## src/rtl/enet_csr_pkg.sv

```systemverilog
package enet_csr_pkg;

  localparam int CSR_W    = 16;
  localparam int NUM_REGS = 4;
  localparam int SEL_W    = $clog2(NUM_REGS);
  localparam int IBA_W    = 24;
  localparam int MODE_W   = 3;
  localparam int FLAG_N   = 7;

  // control register bit positions (software decodes these)
  localparam int B_ERRSUM  = 15;
  localparam int B_FLAG_HI = 14;
  localparam int B_FLAG_LO = 8;
  localparam int B_INTSUM  = 7;
  localparam int B_IEN     = 6;
  localparam int B_RXRUN   = 5;
  localparam int B_TXRUN   = 4;
  localparam int B_TXDEM   = 3;
  localparam int B_HALT    = 2;
  localparam int B_GO      = 1;
  localparam int B_INIT    = 0;

  // flag index (bit = B_FLAG_LO + index); indices at or above ERR_BASE feed the error summary
  localparam int F_INITDONE = 0;
  localparam int F_TXDONE   = 1;
  localparam int F_RXDONE   = 2;
  localparam int F_MEMERR   = 3;
  localparam int ERR_BASE   = 3;

  typedef enum logic [SEL_W-1:0] {
    SEL_CTRL  = 2'd0,
    SEL_IBLO  = 2'd1,
    SEL_IBHI  = 2'd2,
    SEL_BMODE = 2'd3
  } csr_sel_e;

endpackage

```

## src/rtl/csr_port_decode.sv

```systemverilog
module csr_port_decode #(
  parameter int DW    = 16,
  parameter int NR    = 4,
  localparam int SW   = $clog2(NR)
) (
  input  logic           clk,
  input  logic           rst_n,
  input  logic           acc_valid,
  input  logic           acc_write,
  input  logic           acc_ptr_sel,
  input  logic [SW-1:0]  ptr_wdata,
  input  logic [NR*DW-1:0] reg_rd,
  output logic [NR-1:0]  wr_en,
  output logic [SW-1:0]  sel,
  output logic [DW-1:0]  rdata
);

  logic [SW-1:0] sel_q, sel_d;
  logic          ptr_we;
  logic          data_we;

  assign ptr_we  = acc_valid & acc_write & acc_ptr_sel;
  assign data_we = acc_valid & acc_write & ~acc_ptr_sel;

  always_comb begin
    sel_d = sel_q;
    if (ptr_we) sel_d = ptr_wdata;
  end

  always_ff @(posedge clk or negedge rst_n) begin
    if (!rst_n) sel_q <= '0;
    else if (ptr_we) sel_q <= sel_d;
  end

  for (genvar g = 0; g < NR; g++) begin : g_we
    assign wr_en[g] = data_we & (sel_q == SW'(g));
  end

  always_comb begin
    if (acc_ptr_sel) rdata = {{(DW-SW){1'b0}}, sel_q};
    else             rdata = reg_rd[sel_q*DW +: DW];
  end

  assign sel = sel_q;

endmodule

```

## src/rtl/csr_ctrl_reg.sv

```systemverilog
module csr_ctrl_reg
  import enet_csr_pkg::*;
#(
  parameter int NF = FLAG_N
) (
  input  logic           clk,
  input  logic           rst_n,
  input  logic           wr_en,
  input  logic [NF-1:0]  wr_flag_clr,
  input  logic           wr_ien,
  input  logic           wr_txdem,
  input  logic           wr_halt,
  input  logic           wr_go,
  input  logic           wr_init,
  input  logic [NF-1:0]  evt_set,
  output logic [CSR_W-1:0] ctl_word,
  output logic           halted,
  output logic           rx_run,
  output logic           tx_run,
  output logic           irq,
  output logic           txdem_pulse,
  output logic           init_pulse
);

  logic [NF-1:0] flags_q, flags_d;
  logic ien_q, ien_d;
  logic rxr_q, rxr_d;
  logic txr_q, txr_d;
  logic halt_q, halt_d;
  logic tdm_q, tdm_d;
  logic go_q, go_d;
  logic ini_q, ini_d;

  logic do_halt, do_go, do_init, do_tdm;
  logic err_sum, int_sum;

  assign do_halt = wr_en & wr_halt;
  assign do_go   = wr_en & wr_go   & ~wr_halt;
  assign do_init = wr_en & wr_init & ~wr_halt;
  assign do_tdm  = wr_en & wr_txdem & ~wr_halt & txr_q;

  always_comb begin
    flags_d = flags_q;
    if (halt_q || do_halt) begin
      flags_d = '0;
    end else begin
      if (wr_en) flags_d = flags_d & ~wr_flag_clr;
      flags_d = flags_d | evt_set;
    end

    ien_d = ien_q;
    if (do_halt)    ien_d = 1'b0;
    else if (wr_en) ien_d = wr_ien & (~halt_q | do_go | do_init);

    halt_d = halt_q;
    if (do_halt)               halt_d = 1'b1;
    else if (do_go || do_init) halt_d = 1'b0;

    rxr_d = rxr_q;
    txr_d = txr_q;
    if (do_halt) begin
      rxr_d = 1'b0;
      txr_d = 1'b0;
    end else if (do_go) begin
      rxr_d = 1'b1;
      txr_d = 1'b1;
    end

    tdm_d = do_tdm;
    go_d  = do_go;
    ini_d = do_init;
  end

  always_ff @(posedge clk or negedge rst_n) begin
    if (!rst_n) begin
      flags_q <= '0;
      ien_q   <= 1'b0;
      rxr_q   <= 1'b0;
      txr_q   <= 1'b0;
      halt_q  <= 1'b1;
      tdm_q   <= 1'b0;
      go_q    <= 1'b0;
      ini_q   <= 1'b0;
    end else begin
      flags_q <= flags_d;
      ien_q   <= ien_d;
      rxr_q   <= rxr_d;
      txr_q   <= txr_d;
      halt_q  <= halt_d;
      tdm_q   <= tdm_d;
      go_q    <= go_d;
      ini_q   <= ini_d;
    end
  end

  assign err_sum = |flags_q[NF-1:ERR_BASE];
  assign int_sum = err_sum | (|flags_q[ERR_BASE-1:0]);

  always_comb begin
    ctl_word = '0;
    ctl_word[B_ERRSUM]            = err_sum;
    ctl_word[B_FLAG_HI:B_FLAG_LO] = flags_q;
    ctl_word[B_INTSUM]            = int_sum;
    ctl_word[B_IEN]               = ien_q;
    ctl_word[B_RXRUN]             = rxr_q;
    ctl_word[B_TXRUN]             = txr_q;
    ctl_word[B_TXDEM]             = tdm_q;
    ctl_word[B_HALT]              = halt_q;
    ctl_word[B_GO]                = go_q;
    ctl_word[B_INIT]              = ini_q;
  end

  assign halted      = halt_q;
  assign rx_run      = rxr_q;
  assign tx_run      = txr_q;
  assign irq         = int_sum & ien_q;
  assign txdem_pulse = tdm_q;
  assign init_pulse  = ini_q;

endmodule

```

## src/rtl/csr_cfg_regs.sv

```systemverilog
module csr_cfg_regs #(
  parameter int DW = 16,
  parameter int AW = 24,
  parameter int MW = 3,
  localparam int HW = AW - DW
) (
  input  logic          clk,
  input  logic          rst_n,
  input  logic          unlocked,
  input  logic          wr_lo,
  input  logic          wr_hi,
  input  logic          wr_mode,
  input  logic [DW-1:0] wdata,
  output logic [DW-1:0] lo_word,
  output logic [DW-1:0] hi_word,
  output logic [DW-1:0] mode_word,
  output logic [AW-1:0] ib_addr,
  output logic [MW-1:0] bus_mode
);

  logic [DW-1:0] lo_q, lo_d;
  logic [HW-1:0] hi_q, hi_d;
  logic [MW-1:0] md_q, md_d;
  logic en_lo, en_hi, en_md;

  assign en_lo = unlocked & wr_lo;
  assign en_hi = unlocked & wr_hi;
  assign en_md = unlocked & wr_mode;

  always_comb begin
    lo_d = wdata;
    hi_d = wdata[HW-1:0];
    md_d = wdata[MW-1:0];
  end

  always_ff @(posedge clk or negedge rst_n) begin
    if (!rst_n) begin
      lo_q <= '0;
      hi_q <= '0;
      md_q <= '0;
    end else begin
      if (en_lo) lo_q <= lo_d;
      if (en_hi) hi_q <= hi_d;
      if (en_md) md_q <= md_d;
    end
  end

  assign lo_word   = lo_q;
  assign hi_word   = {{(DW-HW){1'b0}}, hi_q};
  assign mode_word = {{(DW-MW){1'b0}}, md_q};
  assign ib_addr   = {hi_q, lo_q};
  assign bus_mode  = md_q;

endmodule

```

## src/rtl/enet_csr_bank.sv

```systemverilog
module enet_csr_bank
  import enet_csr_pkg::*;
(
  input  logic              clk,
  input  logic              rst_n,
  input  logic              acc_valid,
  input  logic              acc_write,
  input  logic              acc_ptr_sel,
  input  logic [CSR_W-1:0]  acc_wdata,
  output logic [CSR_W-1:0]  acc_rdata,
  input  logic              ev_babble,
  input  logic              ev_collision,
  input  logic              ev_missed,
  input  logic              ev_mem_err,
  input  logic              ev_rx_done,
  input  logic              ev_tx_done,
  input  logic              ev_init_done,
  input  logic              ev_init_fail,
  output logic              irq,
  output logic              rx_on,
  output logic              tx_on,
  output logic              stopped,
  output logic              tx_demand,
  output logic              init_start,
  output logic [IBA_W-1:0]  ib_addr,
  output logic [MODE_W-1:0] bus_mode
);

  logic [NUM_REGS-1:0]       wr_en;
  logic [SEL_W-1:0]          sel;
  logic [NUM_REGS*CSR_W-1:0] reg_rd;
  logic [CSR_W-1:0]          ctl_word;
  logic [CSR_W-1:0]          lo_word, hi_word, mode_word;
  logic [FLAG_N-1:0]         evt_set;

  assign evt_set = {ev_babble, ev_collision, ev_missed, ev_mem_err | ev_init_fail,
                    ev_rx_done, ev_tx_done, ev_init_done};

  assign reg_rd = {mode_word, hi_word, lo_word, ctl_word};

  csr_port_decode #(.DW(CSR_W), .NR(NUM_REGS)) u_dec (
    .clk         (clk),
    .rst_n       (rst_n),
    .acc_valid   (acc_valid),
    .acc_write   (acc_write),
    .acc_ptr_sel (acc_ptr_sel),
    .ptr_wdata   (acc_wdata[SEL_W-1:0]),
    .reg_rd      (reg_rd),
    .wr_en       (wr_en),
    .sel         (sel),
    .rdata       (acc_rdata)
  );

  csr_ctrl_reg #(.NF(FLAG_N)) u_ctl (
    .clk         (clk),
    .rst_n       (rst_n),
    .wr_en       (wr_en[SEL_CTRL]),
    .wr_flag_clr (acc_wdata[B_FLAG_HI:B_FLAG_LO]),
    .wr_ien      (acc_wdata[B_IEN]),
    .wr_txdem    (acc_wdata[B_TXDEM]),
    .wr_halt     (acc_wdata[B_HALT]),
    .wr_go       (acc_wdata[B_GO]),
    .wr_init     (acc_wdata[B_INIT]),
    .evt_set     (evt_set),
    .ctl_word    (ctl_word),
    .halted      (stopped),
    .rx_run      (rx_on),
    .tx_run      (tx_on),
    .irq         (irq),
    .txdem_pulse (tx_demand),
    .init_pulse  (init_start)
  );

  csr_cfg_regs #(.DW(CSR_W), .AW(IBA_W), .MW(MODE_W)) u_cfg (
    .clk       (clk),
    .rst_n     (rst_n),
    .unlocked  (stopped),
    .wr_lo     (wr_en[SEL_IBLO]),
    .wr_hi     (wr_en[SEL_IBHI]),
    .wr_mode   (wr_en[SEL_BMODE]),
    .wdata     (acc_wdata),
    .lo_word   (lo_word),
    .hi_word   (hi_word),
    .mode_word (mode_word),
    .ib_addr   (ib_addr),
    .bus_mode  (bus_mode)
  );

endmodule

```

## config.mk

```make
export PLATFORM = sky130hd
export DESIGN_NAME = enet_csr_bank
export DESIGN_NICKNAME = d
export VERILOG_FILES = /design/src/rtl/enet_csr_pkg.sv /design/src/rtl/csr_port_decode.sv /design/src/rtl/csr_ctrl_reg.sv /design/src/rtl/csr_cfg_regs.sv /design/src/rtl/enet_csr_bank.sv
export SDC_FILE = /design/constraint.sdc
export NUM_CORES = 1
export LEC_CHECK = 0
export BUFFER_PORTS_ARGS = -buffer_cell sky130_fd_sc_hd__buf_4
export CAP_MARGIN = 5
export CORE_MARGIN = 4
export CORE_UTILIZATION = 55
export CTS_BUF_LIST = sky130_fd_sc_hd__clkbuf_4
export DETAILED_ROUTE_END_ITERATION = 12
export MAX_ROUTING_LAYER = met4
export PLACE_DENSITY = 0.95
export SYNTH_ARGS = -nofsm -noshare
export SYNTH_HDL_FRONTEND = slang
export SYNTH_SLANG_ARGS = --single-unit
```

## constraint.sdc

```tcl
create_clock -name clk -period 4 [get_ports clk]
set_clock_uncertainty 0.2 [all_clocks]
set_input_delay 0.2 -clock clk [delete_from_list [all_inputs] [get_ports clk]]
set_output_delay 0.2 -clock clk [all_outputs]
set_load 0.005 [all_outputs]
```

======== Yosys cells after proc, flatten, opt, wreduce, memory -nomap -nowiden ========
Cells that the tools add are included.
word-level totals
  flip-flop bits (word level) ............. 42
  input bits .............................. 29
  output and inout port bits .............. 49
  logic and storage cells ................. 63
cells by class
  eq/ne operators ......................... 3
  shift-type cells ........................ 1
  mux-type cells .......................... 10
  bitwise logic cells ..................... 30
  reduce and logical (&&, ||, !) cells .... 8
operator list
  kind                                                             number
  64-bit by 7-bit variable part select with 16-bit output          1
  7-bit two-way mux                                                3
  1-bit AND                                                        20
  16-bit two-way mux                                               1
  7-bit AND                                                        1
  7-bit inverter                                                   1
  7-bit OR                                                         1
  1-bit two-way mux                                                6
  2-bit nonzero test                                               3
  2-bit == test, second input constant                             2
  1-bit OR                                                         4
  4-bit OR reduction                                               1
  1-bit inverter                                                   3
  3-bit OR reduction                                               1
  2-bit by 1-bit == test with 1-bit output, second input constant  1
  2-bit logical NOT                                                1
  1-bit logical OR                                                 2

======== Logic depth before layout (Yosys ltp) ========
Gate-level depths: netlist of run 1.
  depth in word-level cells ............... 10
  gate-level depth with buffers ........... 5

======== Hierarchy ========
From an unflattened synthesis of run 1, not the netlist that was laid out.
second synthesis, totals
  cells, all modules ...................... 218
  area total of the unflattened synthesis .. 2740.1 um^2
modules (own cells, without submodules)
  module           instances  cells each  area an instance (um^2)
  csr_cfg_regs     1          107         1422.6
  csr_port_decode  1          57          690.7
  csr_ctrl_reg     1          53          620.6
  enet_csr_bank    1          1           6.3

======== Worst setup path before layout of run 1 ========
Ideal clock, no wire load.
  path kind ............................... reg2out
  start point ............................. register u_ctl.flags_q[5]
  end point ............................... output acc_rdata[7]
  arrival time ............................ 1.600 ns
  required time ........................... 3.600 ns
  path slack .............................. 2.000 ns
  stages on the path, launching flop included .. 4
  cells stage by stage .................... dfrtp_1 > or4_1 > or4_1 > o311a_1
on the way
  longest elaborated chain between the ends .. 4
ends and longest elaborated chain
  item                                                     line                   text
  from (decl)                                              csr_ctrl_reg.sv:25     logic [NF-1:0] flags_q, flags_d;
  from (signal assigned)                                   csr_ctrl_reg.sv:85     flags_q <= flags_d;
  4-bit OR reduction                                       csr_ctrl_reg.sv:96     assign err_sum = |flags_q[NF-1:ERR_BASE];
  1-bit OR                                                 csr_ctrl_reg.sv:97     assign int_sum = err_sum | (|flags_q[ERR_BASE-1:0]);
  64-bit by 7-bit variable part select with 16-bit output  csr_port_decode.sv:41  else rdata = reg_rd[sel_q*DW +: DW];
  16-bit two-way mux                                       csr_port_decode.sv:40  if (acc_ptr_sel) rdata = {{(DW-SW){1'b0}}, sel_q};
  to (decl)                                                enet_csr_bank.sv:10    output logic [CSR_W-1:0] acc_rdata,
Every way passes these cells.

======== Final worst setup path of run 1 ========
  start point ............................. register u_dec.sel_q[0] (netlist: u_dec.sel[0])
  end point ............................... output acc_rdata[2]
on the way
  longest elaborated chain between the ends .. 2
ends and longest elaborated chain
  item                                                     line                   text
  from (decl)                                              csr_port_decode.sv:18  logic [SW-1:0] sel_q, sel_d;
  from (signal assigned)                                   csr_port_decode.sv:32  else if (ptr_we) sel_q <= sel_d;
  64-bit by 7-bit variable part select with 16-bit output  csr_port_decode.sv:41
  16-bit two-way mux                                       csr_port_decode.sv:40
Every way passes these cells.

==> results of run 1 <==
==> worst min-delay path: cells and delay by family <==
family                 cells  cell delay [ps]
and+or+nand+nor            1              100
muxes                      1              150
buffers and inverters      1              120
==> cells by family after synthesis <==
kind of cell | count (synthesis)
mux | 45
buf+inv | 21
compound gates | 31
simple gates | 36
flops | 42
==> final timing paths <==
check                                              start                       endpoint  slack [ps]  depth (start not counted)
setup / recovery                u_dec.sel[0]$_DFFE_PN0P_                   acc_rdata[2]        1280                          3
hold / removal                                 acc_valid       u_dec.sel[0]$_DFFE_PN0P_          40                          3
setup reg to reg                u_dec.sel[0]$_DFFE_PN0P_  u_cfg.lo_word[15]$_DFFE_PN0P_        1330                          4
hold reg to reg            u_cfg.bus_mode[1]$_DFFE_PN0P_  u_cfg.bus_mode[1]$_DFFE_PN0P_         350                          1
max in group asynchronous                          rst_n       u_ctl.halted$_DFFE_PN1P_        3090                          2
min in group asynchronous                          rst_n   u_cfg.lo_word[3]$_DFFE_PN0P_         150                          2
==> layout make-up <==
class	count	area, µm²
Tap cell	48	60.1
Fill cell	218	669
Sequential cell	42	1050
Clock buffer	5	37.5
Clock inverter	3	11.3
Inverter	10	37.5
Multi-Input combinational cell	112	937
Timing Repair Buffer	105	856
==> metrics by stage <==
| step | hold WS [ps] | power, mW |
|---|---|---|
| final | 44.3 | 1.57 |
| after global routing | 46.6 | 1.66 |
| after CTS | 29.9 | 1.57 |
| after detailed placement | 5.40 | 1.35 |
| after global placement | 7.28 | 1.33 |
| after floorplan | -296 | 0.992 |
==> power by group through the flow <==
stage / registers, mW / clock network [mW] / logic [mW]
after floorplan: 0.688 / 0 / 0.304
after CTS: 0.723 / 0.202 / 0.646
after global placement: 0.726 / 0 / 0.607
after global routing: 0.751 / 0.216 / 0.696
after detailed placement: 0.731 / 0 / 0.622
final: 0.727 / 0.198 / 0.644
==> registers in the layout, indices dropped and copies added, names as in the netlist, 2 cells and up <==
signal	flops
u_ctl.flags_q	7
u_cfg.hi_q	8
u_dec.sel	2
u_cfg.lo_word	16
u_cfg.bus_mode	3
==> placed cells by master, fill, tap and decap left out <==
cell type and instances:
nor3b_1 4, or4_1 2, and3b_1 1, dlygate4sd3_1 27
o221a_2 5, clkinv_1 3, clkbuf_4 5, nor2_1 14
mux4_2 1, nand3_1 1, and2_1 2, dfrtp_1 41
nor3_2 1, o2bb2ai_1 1, a21boi_0 1, inv_1 10
a31oi_1 5, a21oi_1 7, nor2b_1 3, o31a_1 1
and2_2 1, o21a_1 1, a211oi_1 1, mux2i_1 13
a2bb2oi_1 4, nor3b_2 1, o311a_1 1, or2_2 1
o32ai_1 1, o21ai_0 3, nand4b_1 1, nor3_1 1
buf_4 78, nand2_1 3, mux2_2 31, dfstp_2 1
==> timing repair <==
item / 4_1_cts / 5_1_grt
endpoints found under the hold margin: 79 / 0
hold buffers: 27 / 0
gates resized for setup: 0 / 0
==> per-layer routing <==
layer  part of all wire (%)  GRT usage, %
met5                      0             -
met4                    2.4          8.89
met3                    7.4          6.67
met2                     50          39.5
met1                     40          32.2
==> impl_metrics.py, run 1 <==
metrics = {
    "run_status": {
        "outcome": "finished, final reports clean",
    },
    "global_route": {
        "grt_pass1_vias": 1857,
        "track_usage_pct": 25.4,
        "grt_pass1_wl_mm": 9.43,
        "grt_overflow": 0,
        "antenna_found_initial": 0,
        "grt_max_degree": 43,
    },
    "floorplanning": {
        "core_area_mm2": 0.00366,
        "rows": 22,
        "fp.dieW_um": 69.5,
        "die_h_um": 69.5,
        "die_area_mm2": 0.00483,
        "ios": 78,
        "start_util_pct": 56.8,
    },
    "worst_setup_path": {
        "cp_slowest_stage_delay_ps": 1030,
        "critPathCaptureType": "primary output",
        "critPathKind": "flip-flop to primary output",
        "path_cells": "mux4_2 > and2_1 > buf_4",
        "crit_fanout": 24,
        "critPathLaunchType": "flip-flop",
        "cp.buffers_inverters": 1,
        "worstPathArrival_ps": 2320,
        "cp_slowest_cell": "dfrtp_1",
        "crit_family": "flip-flops",
        "required_ps": 3600,
    },
    "synth": {
        "synth_adder_area_share_pct": 0,
        "yosysTopAreaCellShare_pct": 49.3,
        "synthTopCellsByCount": "dfrtp_1, mux2_2, nor2_1",
        "synthMuxAreaShare_pct": 24.1,
        "synth-edff-count": 0,
        "synth_most_common_cell": "dfrtp_1",
        "ys_warn_count": 0,
        "synth_nets": 204,
        "yosys.area.top_type": "dfrtp_1",
        "synth_compound_area_share_pct": 11.1,
        "synthTopCellsByArea": "dfrtp_1, mux2_2, mux2i_1",
        "synth_area_mm2": 0.00208,
        "synthSimpleGateAreaFrac_pct": 9.81,
        "ys_seq_area_share_pct": 50.6,
        "ys_ff_latch": 42,
        "synth_xor_area_share_pct": 0,
        "synthFlopType": "dfrtp_1",
        "syn_inst": 175,
        "async_flop_share_pct": 100,
        "synth_top_family_by_area": "multiplexers",
        "avgSynthCellArea_um2": 11.9,
        "synth_cell_types": 36,
    },
    "clock_tree": {
        "post_cts_buffers": 0,
        "cts_buffers": 5,
        "htreeDepth": 2,
        "cts_buffer_depth": 2,
        "insertion_delay_ps": 360,
        "cts.sinks": 42,
        "cts_tree": "yes",
        "clk_pin_slew_ps": 110,
        "cts-root-buf": "clkbuf_4",
    },
    "timing": {
        "hold_violations": 0,
        "fmax_ghz": 0.367,
        "period_share_pct": 68.1,
        "rsz0062_at_grt": "false",
        "timing.setup.tns_ps": 0,
        "worst_pin_slew_ps": 1020,
        "drv_slew": 0,
        "setup_violations": 0,
        "slew-limit-headroom_pct": 32.2,
        "post-route-min-period_ps": 2720,
        "setup_slack_ps": 1280,
    },
    "pwr": {
        "power_switching_mw": 0.510,
        "p_comb_share_pct": 41.1,
        "power.density_mw_per_mm2": 524,
        "max-vdd-ir-drop_mv": 0.359,
        "pwr-share-clk_pct": 12.6,
        "intPower_mw": 1.06,
        "seqPwrFrac_pct": 46.3,
        "p_sw_share_pct": 32.5,
        "p_leak_nw": 1.47,
    },
    "place": {
        "dpl.cell_count": 290,
        "gp_congestion": 0.826,
        "placed_cell_area_mm2": 0.00267,
        "io_buffers": 77,
        "pre_cts_slack_ps": 1360,
        "dp_hpwl_mm": 3.85,
    },
    "detailed_routing": {
        "drt_wl_total_mm": 5.57,
        "dr_total_vias": 1807,
        "drc": 0,
        "drtIter0Drc": 84,
        "wl_per_cell_um": 17.1,
        "ant_nets": 0,
        "first_pass_iters": 4,
        "viasPerCell": 5.56,
    },
    "finish": {
        "num_antenna_cells": 0,
        "fin_util_pct": 81.7,
        "stdcell_count": 325,
        "area_growth_pct": 43.9,
        "layout-drive-gt1-share_pct": 45.1,
        "stdcell_area_mm2": 0.00299,
        "fin_nets": 305,
    },
    "worst_hold_path": {
        "hold_class": "input port to flip-flop",
    },
    "flow_run": {
        "max-cap-violations": 0,
    },
}
Note: power is estimated with default switching activity, not from simulation.
==> inputs of run 2 (changes only) <==
CORE_UTILIZATION = 46   (was 55)
PLACE_DENSITY = 0.86   (was 0.95)
clock period = 2.2 ns   (was 4 ns; I/O delays follow)
==> impl_metrics.py, run 2 (same netlist as run 1, synthesis figures left out) <==
metrics = {
    "run_status": {
        "outcome": "finished with violations",
        "violations": "setup timing",
    },
    "detailed_routing": {
        "drt_wl_total_mm": 5.92,
        "ant_nets": 0,
        "drc": 0,
        "first_pass_iters": 4,
        "dr_total_vias": 1826,
        "viasPerCell": 5.34,
        "wl_per_cell_um": 17.3,
        "drtIter0Drc": 138,
    },
    "finish": {
        "num_antenna_cells": 0,
        "fin_nets": 318,
        "stdcell_count": 342,
        "layout_common_cells": "buf_4, dfrtp_1, mux2_2, dlygate4sd3_1",
        "fin_util_pct": 71.7,
        "layout_commonest_cell": "buf_4",
        "layout-drive-gt1-share_pct": 49.3,
        "fillerInstances": 328,
        "area_growth_pct": 50.1,
        "largest_reg_flops": 16,
    },
    "floorplanning": {
        "ios": 78,
        "fp.dieW_um": 75.2,
        "core_area_mm2": 0.00435,
        "die_h_um": 75.2,
        "die_area_mm2": 0.00566,
        "start_util_pct": 47.8,
        "rows": 24,
    },
    "worst_setup_path": {
        "critPathKind": "flip-flop to primary output",
        "cp_slowest_stage_delay_ps": 540,
        "path_common_cell": "or4_4",
        "crit_fanout": 2,
        "path_cells": "or4_4 > or4_4 > o311a_1 > buf_6",
        "critPathCaptureType": "primary output",
        "cp_slowest_cell": "or4_4",
        "critPathLaunchType": "flip-flop",
        "required_ps": 1890,
        "worstPathArrival_ps": 2150,
    },
    "pwr": {
        "p_leak_nw": 1.53,
        "power_switching_mw": 0.943,
        "pwr-share-clk_pct": 12.8,
        "seqPwrFrac_pct": 44.0,
        "intPower_mw": 2.00,
        "p_sw_share_pct": 32.1,
        "p_comb_share_pct": 43.1,
        "power.density_mw_per_mm2": 942,
        "max-vdd-ir-drop_mv": 0.641,
    },
    "timing": {
        "rsz0062_at_grt": "true",
        "hold_violations": 0,
        "worst_pin_slew_ps": 535,
        "setup_slack_ps": -263,
        "fmax_ghz": 0.406,
        "drv_slew": 0,
        "setup_violations": 2,
        "slew-limit-headroom_pct": 64.4,
        "timing.setup.tns_ps": -431,
        "post-route-min-period_ps": 2460,
        "period_share_pct": 112,
    },
    "global_route": {
        "grt_pass1_vias": 1910,
        "grt_max_degree": 43,
        "track_usage_pct": 22.7,
        "grt_pass1_wl_mm": 9.36,
        "antenna_found_initial": 0,
        "grt_overflow": 0,
    },
    "clock_tree": {
        "cts_tree": "yes",
        "cts_buffer_depth": 2,
        "cts_buffers": 5,
        "insertion_delay_ps": 350,
        "clk_pin_slew_ps": 120,
        "htreeDepth": 2,
        "cts.sinks": 42,
        "cts-root-buf": "clkbuf_4",
    },
    "worst_hold_path": {
        "hold_class": "input port to flip-flop",
    },
    "place": {
        "io_buffers": 77,
        "pre_cts_slack_ps": 82.0,
        "gp_congestion": 0.848,
        "dpl.cell_count": 298,
        "dp_hpwl_mm": 4.08,
    },
    "flow_run": {
        "max-cap-violations": 0,
    },
}
-- run 2: layer usage --
layer  track usage, %  vias to the layer above  wire, µm
li1                 -                      858         -
met1             29.3                      894      2500
met2             36.9                       67      2950
met3             3.34                        7       389
met4             7.38                        0        82
met5                -                        -         0
-- run 2: stage by stage --
stage          hold slack [ps]  total power, mW  instance area, µm²
2_1_floorplan             -386             1.80                2080
3_3_place_gp             -75.8             2.43                2710
3_5_place_dp             -67.7             2.49                2710
4_1_cts                   9.33             2.93                3080
5_1_grt                   50.1             3.14                3120
6_report                  39.3             2.94                3120
-- run 2: cell type report --
type | count | area, µm² | area share (%)
multi-input combinational | 112 | 947 | 30.4
sequential | 42 | 1050 | 33.8
inverter | 10 | 37.5 | 1.20
clock buffer | 6 | 45.0 | 1.44
tap | 52 | 65.1 | 2.09
clock inverter | 2 | 8.76 | 0.281
timing repair buffer | 118 | 962 | 30.8
-- run 2: critical path, delay by kind of cell (launching register included) --
kind	cells	cell delay, ps
flip-flops	1	400
buffers and inverters	1	120
AO/OA/AOI/OAI	1	310
AND/OR/NAND/NOR	2	970
-- run 2: path summary, 6_finish.rpt --
path	start	end	slack, ps	depth (start not counted)
min in group asynchronous	rst_n	u_cfg.lo_word[5]$_DFFE_PN0P_	60	2
min reg2reg	u_cfg.lo_word[3]$_DFFE_PN0P_	u_cfg.lo_word[3]$_DFFE_PN0P_	350	1
max in group asynchronous	rst_n	u_dec.sel[1]$_DFFE_PN0P_	1320	2
max	u_ctl.flags_q[5]$_DFF_PN0_	acc_rdata[7]	-260	4
min	acc_ptr_sel	u_dec.sel[1]$_DFFE_PN0P_	40	3
max reg2reg	u_dec.sel[0]$_DFFE_PN0P_	u_ctl.flags_q[3]$_DFF_PN0_	150	4
-- run 2: timing repair --
item / 4_1_cts / 5_1_grt
buffers inserted: 2 / 5
hold buffers: 29 / 0
hold endpoints to repair: 84 / 0
pin swaps: 1 / 1
setup endpoints to repair: 7 / 8
gates resized for setup: 3 / 4
-- run 2: power by group through the flow --
stage / logic (mW) / clock network (mW) / registers (mW)
floorplan: 0.553 / 0 / 1.25
global placement: 1.14 / 0 / 1.29
detailed placement: 1.18 / 0 / 1.31
CTS: 1.25 / 0.388 / 1.29
global route: 1.39 / 0.429 / 1.33
finish: 1.27 / 0.378 / 1.29
==> inputs of run 3 (changes only) <==
RECOVER_POWER = 50   (was default)
==> impl_metrics.py, run 3 (same netlist as run 1, synthesis figures left out) <==
metrics = {
    "floorplanning": {
        "die_h_um": 75.2,
        "fp.dieW_um": 75.2,
        "die_area_mm2": 0.00566,
        "ios": 78,
        "rows": 24,
        "start_util_pct": 47.8,
        "core_area_mm2": 0.00435,
    },
    "pwr": {
        "intPower_mw": 1.98,
        "pwr-share-clk_pct": 13.1,
        "max-vdd-ir-drop_mv": 0.642,
        "p_sw_share_pct": 32.4,
        "p_comb_share_pct": 42.8,
        "seqPwrFrac_pct": 44.2,
        "power.density_mw_per_mm2": 939,
        "power_switching_mw": 0.948,
        "p_leak_nw": 1.52,
    },
    "finish": {
        "area_growth_pct": 49.9,
        "num_antenna_cells": 0,
        "layout-drive-gt1-share_pct": 49.3,
        "layout_commonest_cell": "buf_4",
        "fin_nets": 318,
        "fin_util_pct": 71.6,
        "largest_reg_flops": 16,
        "layout_common_cells": "buf_4, dfrtp_1, mux2_2, clkbuf_4, dlygate4sd3_1",
    },
    "worst_setup_path": {
        "worstPathArrival_ps": 2170,
        "critPathKind": "flip-flop to primary output",
        "critPathLaunchType": "flip-flop",
        "crit_fanout": 2,
        "critPathCaptureType": "primary output",
        "worst_r2r_endpoint": "u_ctl.flags_q[3]$_DFF_PN0_",
        "startpoint": "u_ctl.flags_q[5]$_DFF_PN0_",
        "r2r_start": "u_dec.sel[0]$_DFFE_PN0P_",
        "ff2ff_path_depth": 4,
        "required_ps": 1890,
        "rrSetupSlack_ps": 150,
    },
    "flow_run": {
        "max-cap-violations": 0,
    },
    "timing": {
        "setup_slack_ps": -275,
        "slew-limit-headroom_pct": 30.3,
        "fmax_ghz": 0.404,
        "period_share_pct": 113,
        "setup_violations": 2,
        "post-route-min-period_ps": 2480,
        "finalHoldWorstSlack_ps": 26.7,
        "rsz0062_at_grt": "true",
        "worst_pin_slew_ps": 1050,
        "hold_violations": 0,
        "drv_slew": 0,
    },
    "clock_tree": {
        "htreeDepth": 2,
        "cts.sinks": 42,
        "cts_buffer_depth": 2,
        "cts_buffers": 5,
        "clk_pin_slew_ps": 120,
        "cts-root-buf": "clkbuf_4",
        "cts_tree": "yes",
        "insertion_delay_ps": 360,
    },
    "detailed_routing": {
        "drc": 0,
        "drt_wl_total_mm": 5.94,
        "drtIter0Drc": 120,
        "first_pass_iters": 4,
        "wl_per_cell_um": 17.4,
        "ant_nets": 0,
        "dr_total_vias": 1841,
        "viasPerCell": 5.38,
    },
    "place": {
        "io_buffers": 77,
        "dp_hpwl_mm": 4.08,
        "gp_congestion": 0.848,
    },
    "global_route": {
        "grt_pass1_wl_mm": 9.36,
        "grt_overflow": 0,
        "grt_pass1_vias": 1910,
        "grt_max_degree": 43,
        "antenna_found_initial": 0,
        "track_usage_pct": 22.7,
    },
    "run_status": {
        "violations": "setup timing",
        "outcome": "finished with violations",
    },
    "worst_hold_path": {
        "min_from": "acc_ptr_sel",
        "holdPathEnd": "u_dec.sel[1]$_DFFE_PN0P_",
        "hold_class": "input port to flip-flop",
        "hold_depth": 3,
    },
}
==> run 3: per-layer routing <==
metal | wire length [µm] | track usage [%] | share of wire, %
met4 | 61 | 7.38 | 1.0
met3 | 366 | 3.34 | 6.2
met5 | 0 | - | 0
met1 | 2570 | 29.3 | 43
met2 | 2940 | 36.9 | 50
==> run 3: worst max path at each step <==
stage,slack [ps],cells after the start,end
floorplan,230,4,u_cfg.lo_word[10]$_DFFE_PN0P_
global placement,90,4,acc_rdata[7]
detailed placement,80,4,acc_rdata[7]
CTS,-280,4,acc_rdata[7]
global route,-350,4,acc_rdata[7]
finish,-280,4,acc_rdata[7]
==> run 3: cell type report <==
type                       instances  area (µm²)
inverter                          10        37.5
clock inverter                     2        8.76
clock buffer                       6        45.0
tap                               52        65.1
fill                             329        1240
sequential                        42        1050
multi-input combinational        112         947
timing repair buffer             118         960
==> run 3: power by group through the flow <==
stage          Combinational, mW  Sequential (mW)  Clock, mW
6_report                    1.25             1.29      0.383
2_1_floorplan              0.553             1.25          0
3_5_place_dp                1.18             1.31          0
4_1_cts                     1.25             1.29      0.388
5_1_grt                     1.37             1.32      0.429
3_3_place_gp                1.14             1.29          0
==> run 3: repair_timing <==
item,4_1_cts,5_1_grt
setup endpoints to repair,7,8
pin swaps,1,1
hold endpoints to repair,84,0
gates resized for setup,3,4
buffers inserted,2,5
hold buffers,29,0
==> run 3: worst max-delay path, cell delays in order (launching register included) <==
cell	delay, ps
dfrtp_1	400
or4_4	540
or4_4	430
o311a_1	310
buf_6	120
==> run 3: stage by stage <==
step	setup WS, ps	instances	setup TNS, ps	area, µm²	power [mW]
after floorplan	232	175	0	2080	1.80
after global placement	90.7	298	0	2710	2.43
after detailed placement	82.0	298	0	2710	2.49
after CTS	-276	337	-454	3080	2.93
after global routing	-345	342	-590	3120	3.12
final	-275	342	-455	3120	2.93
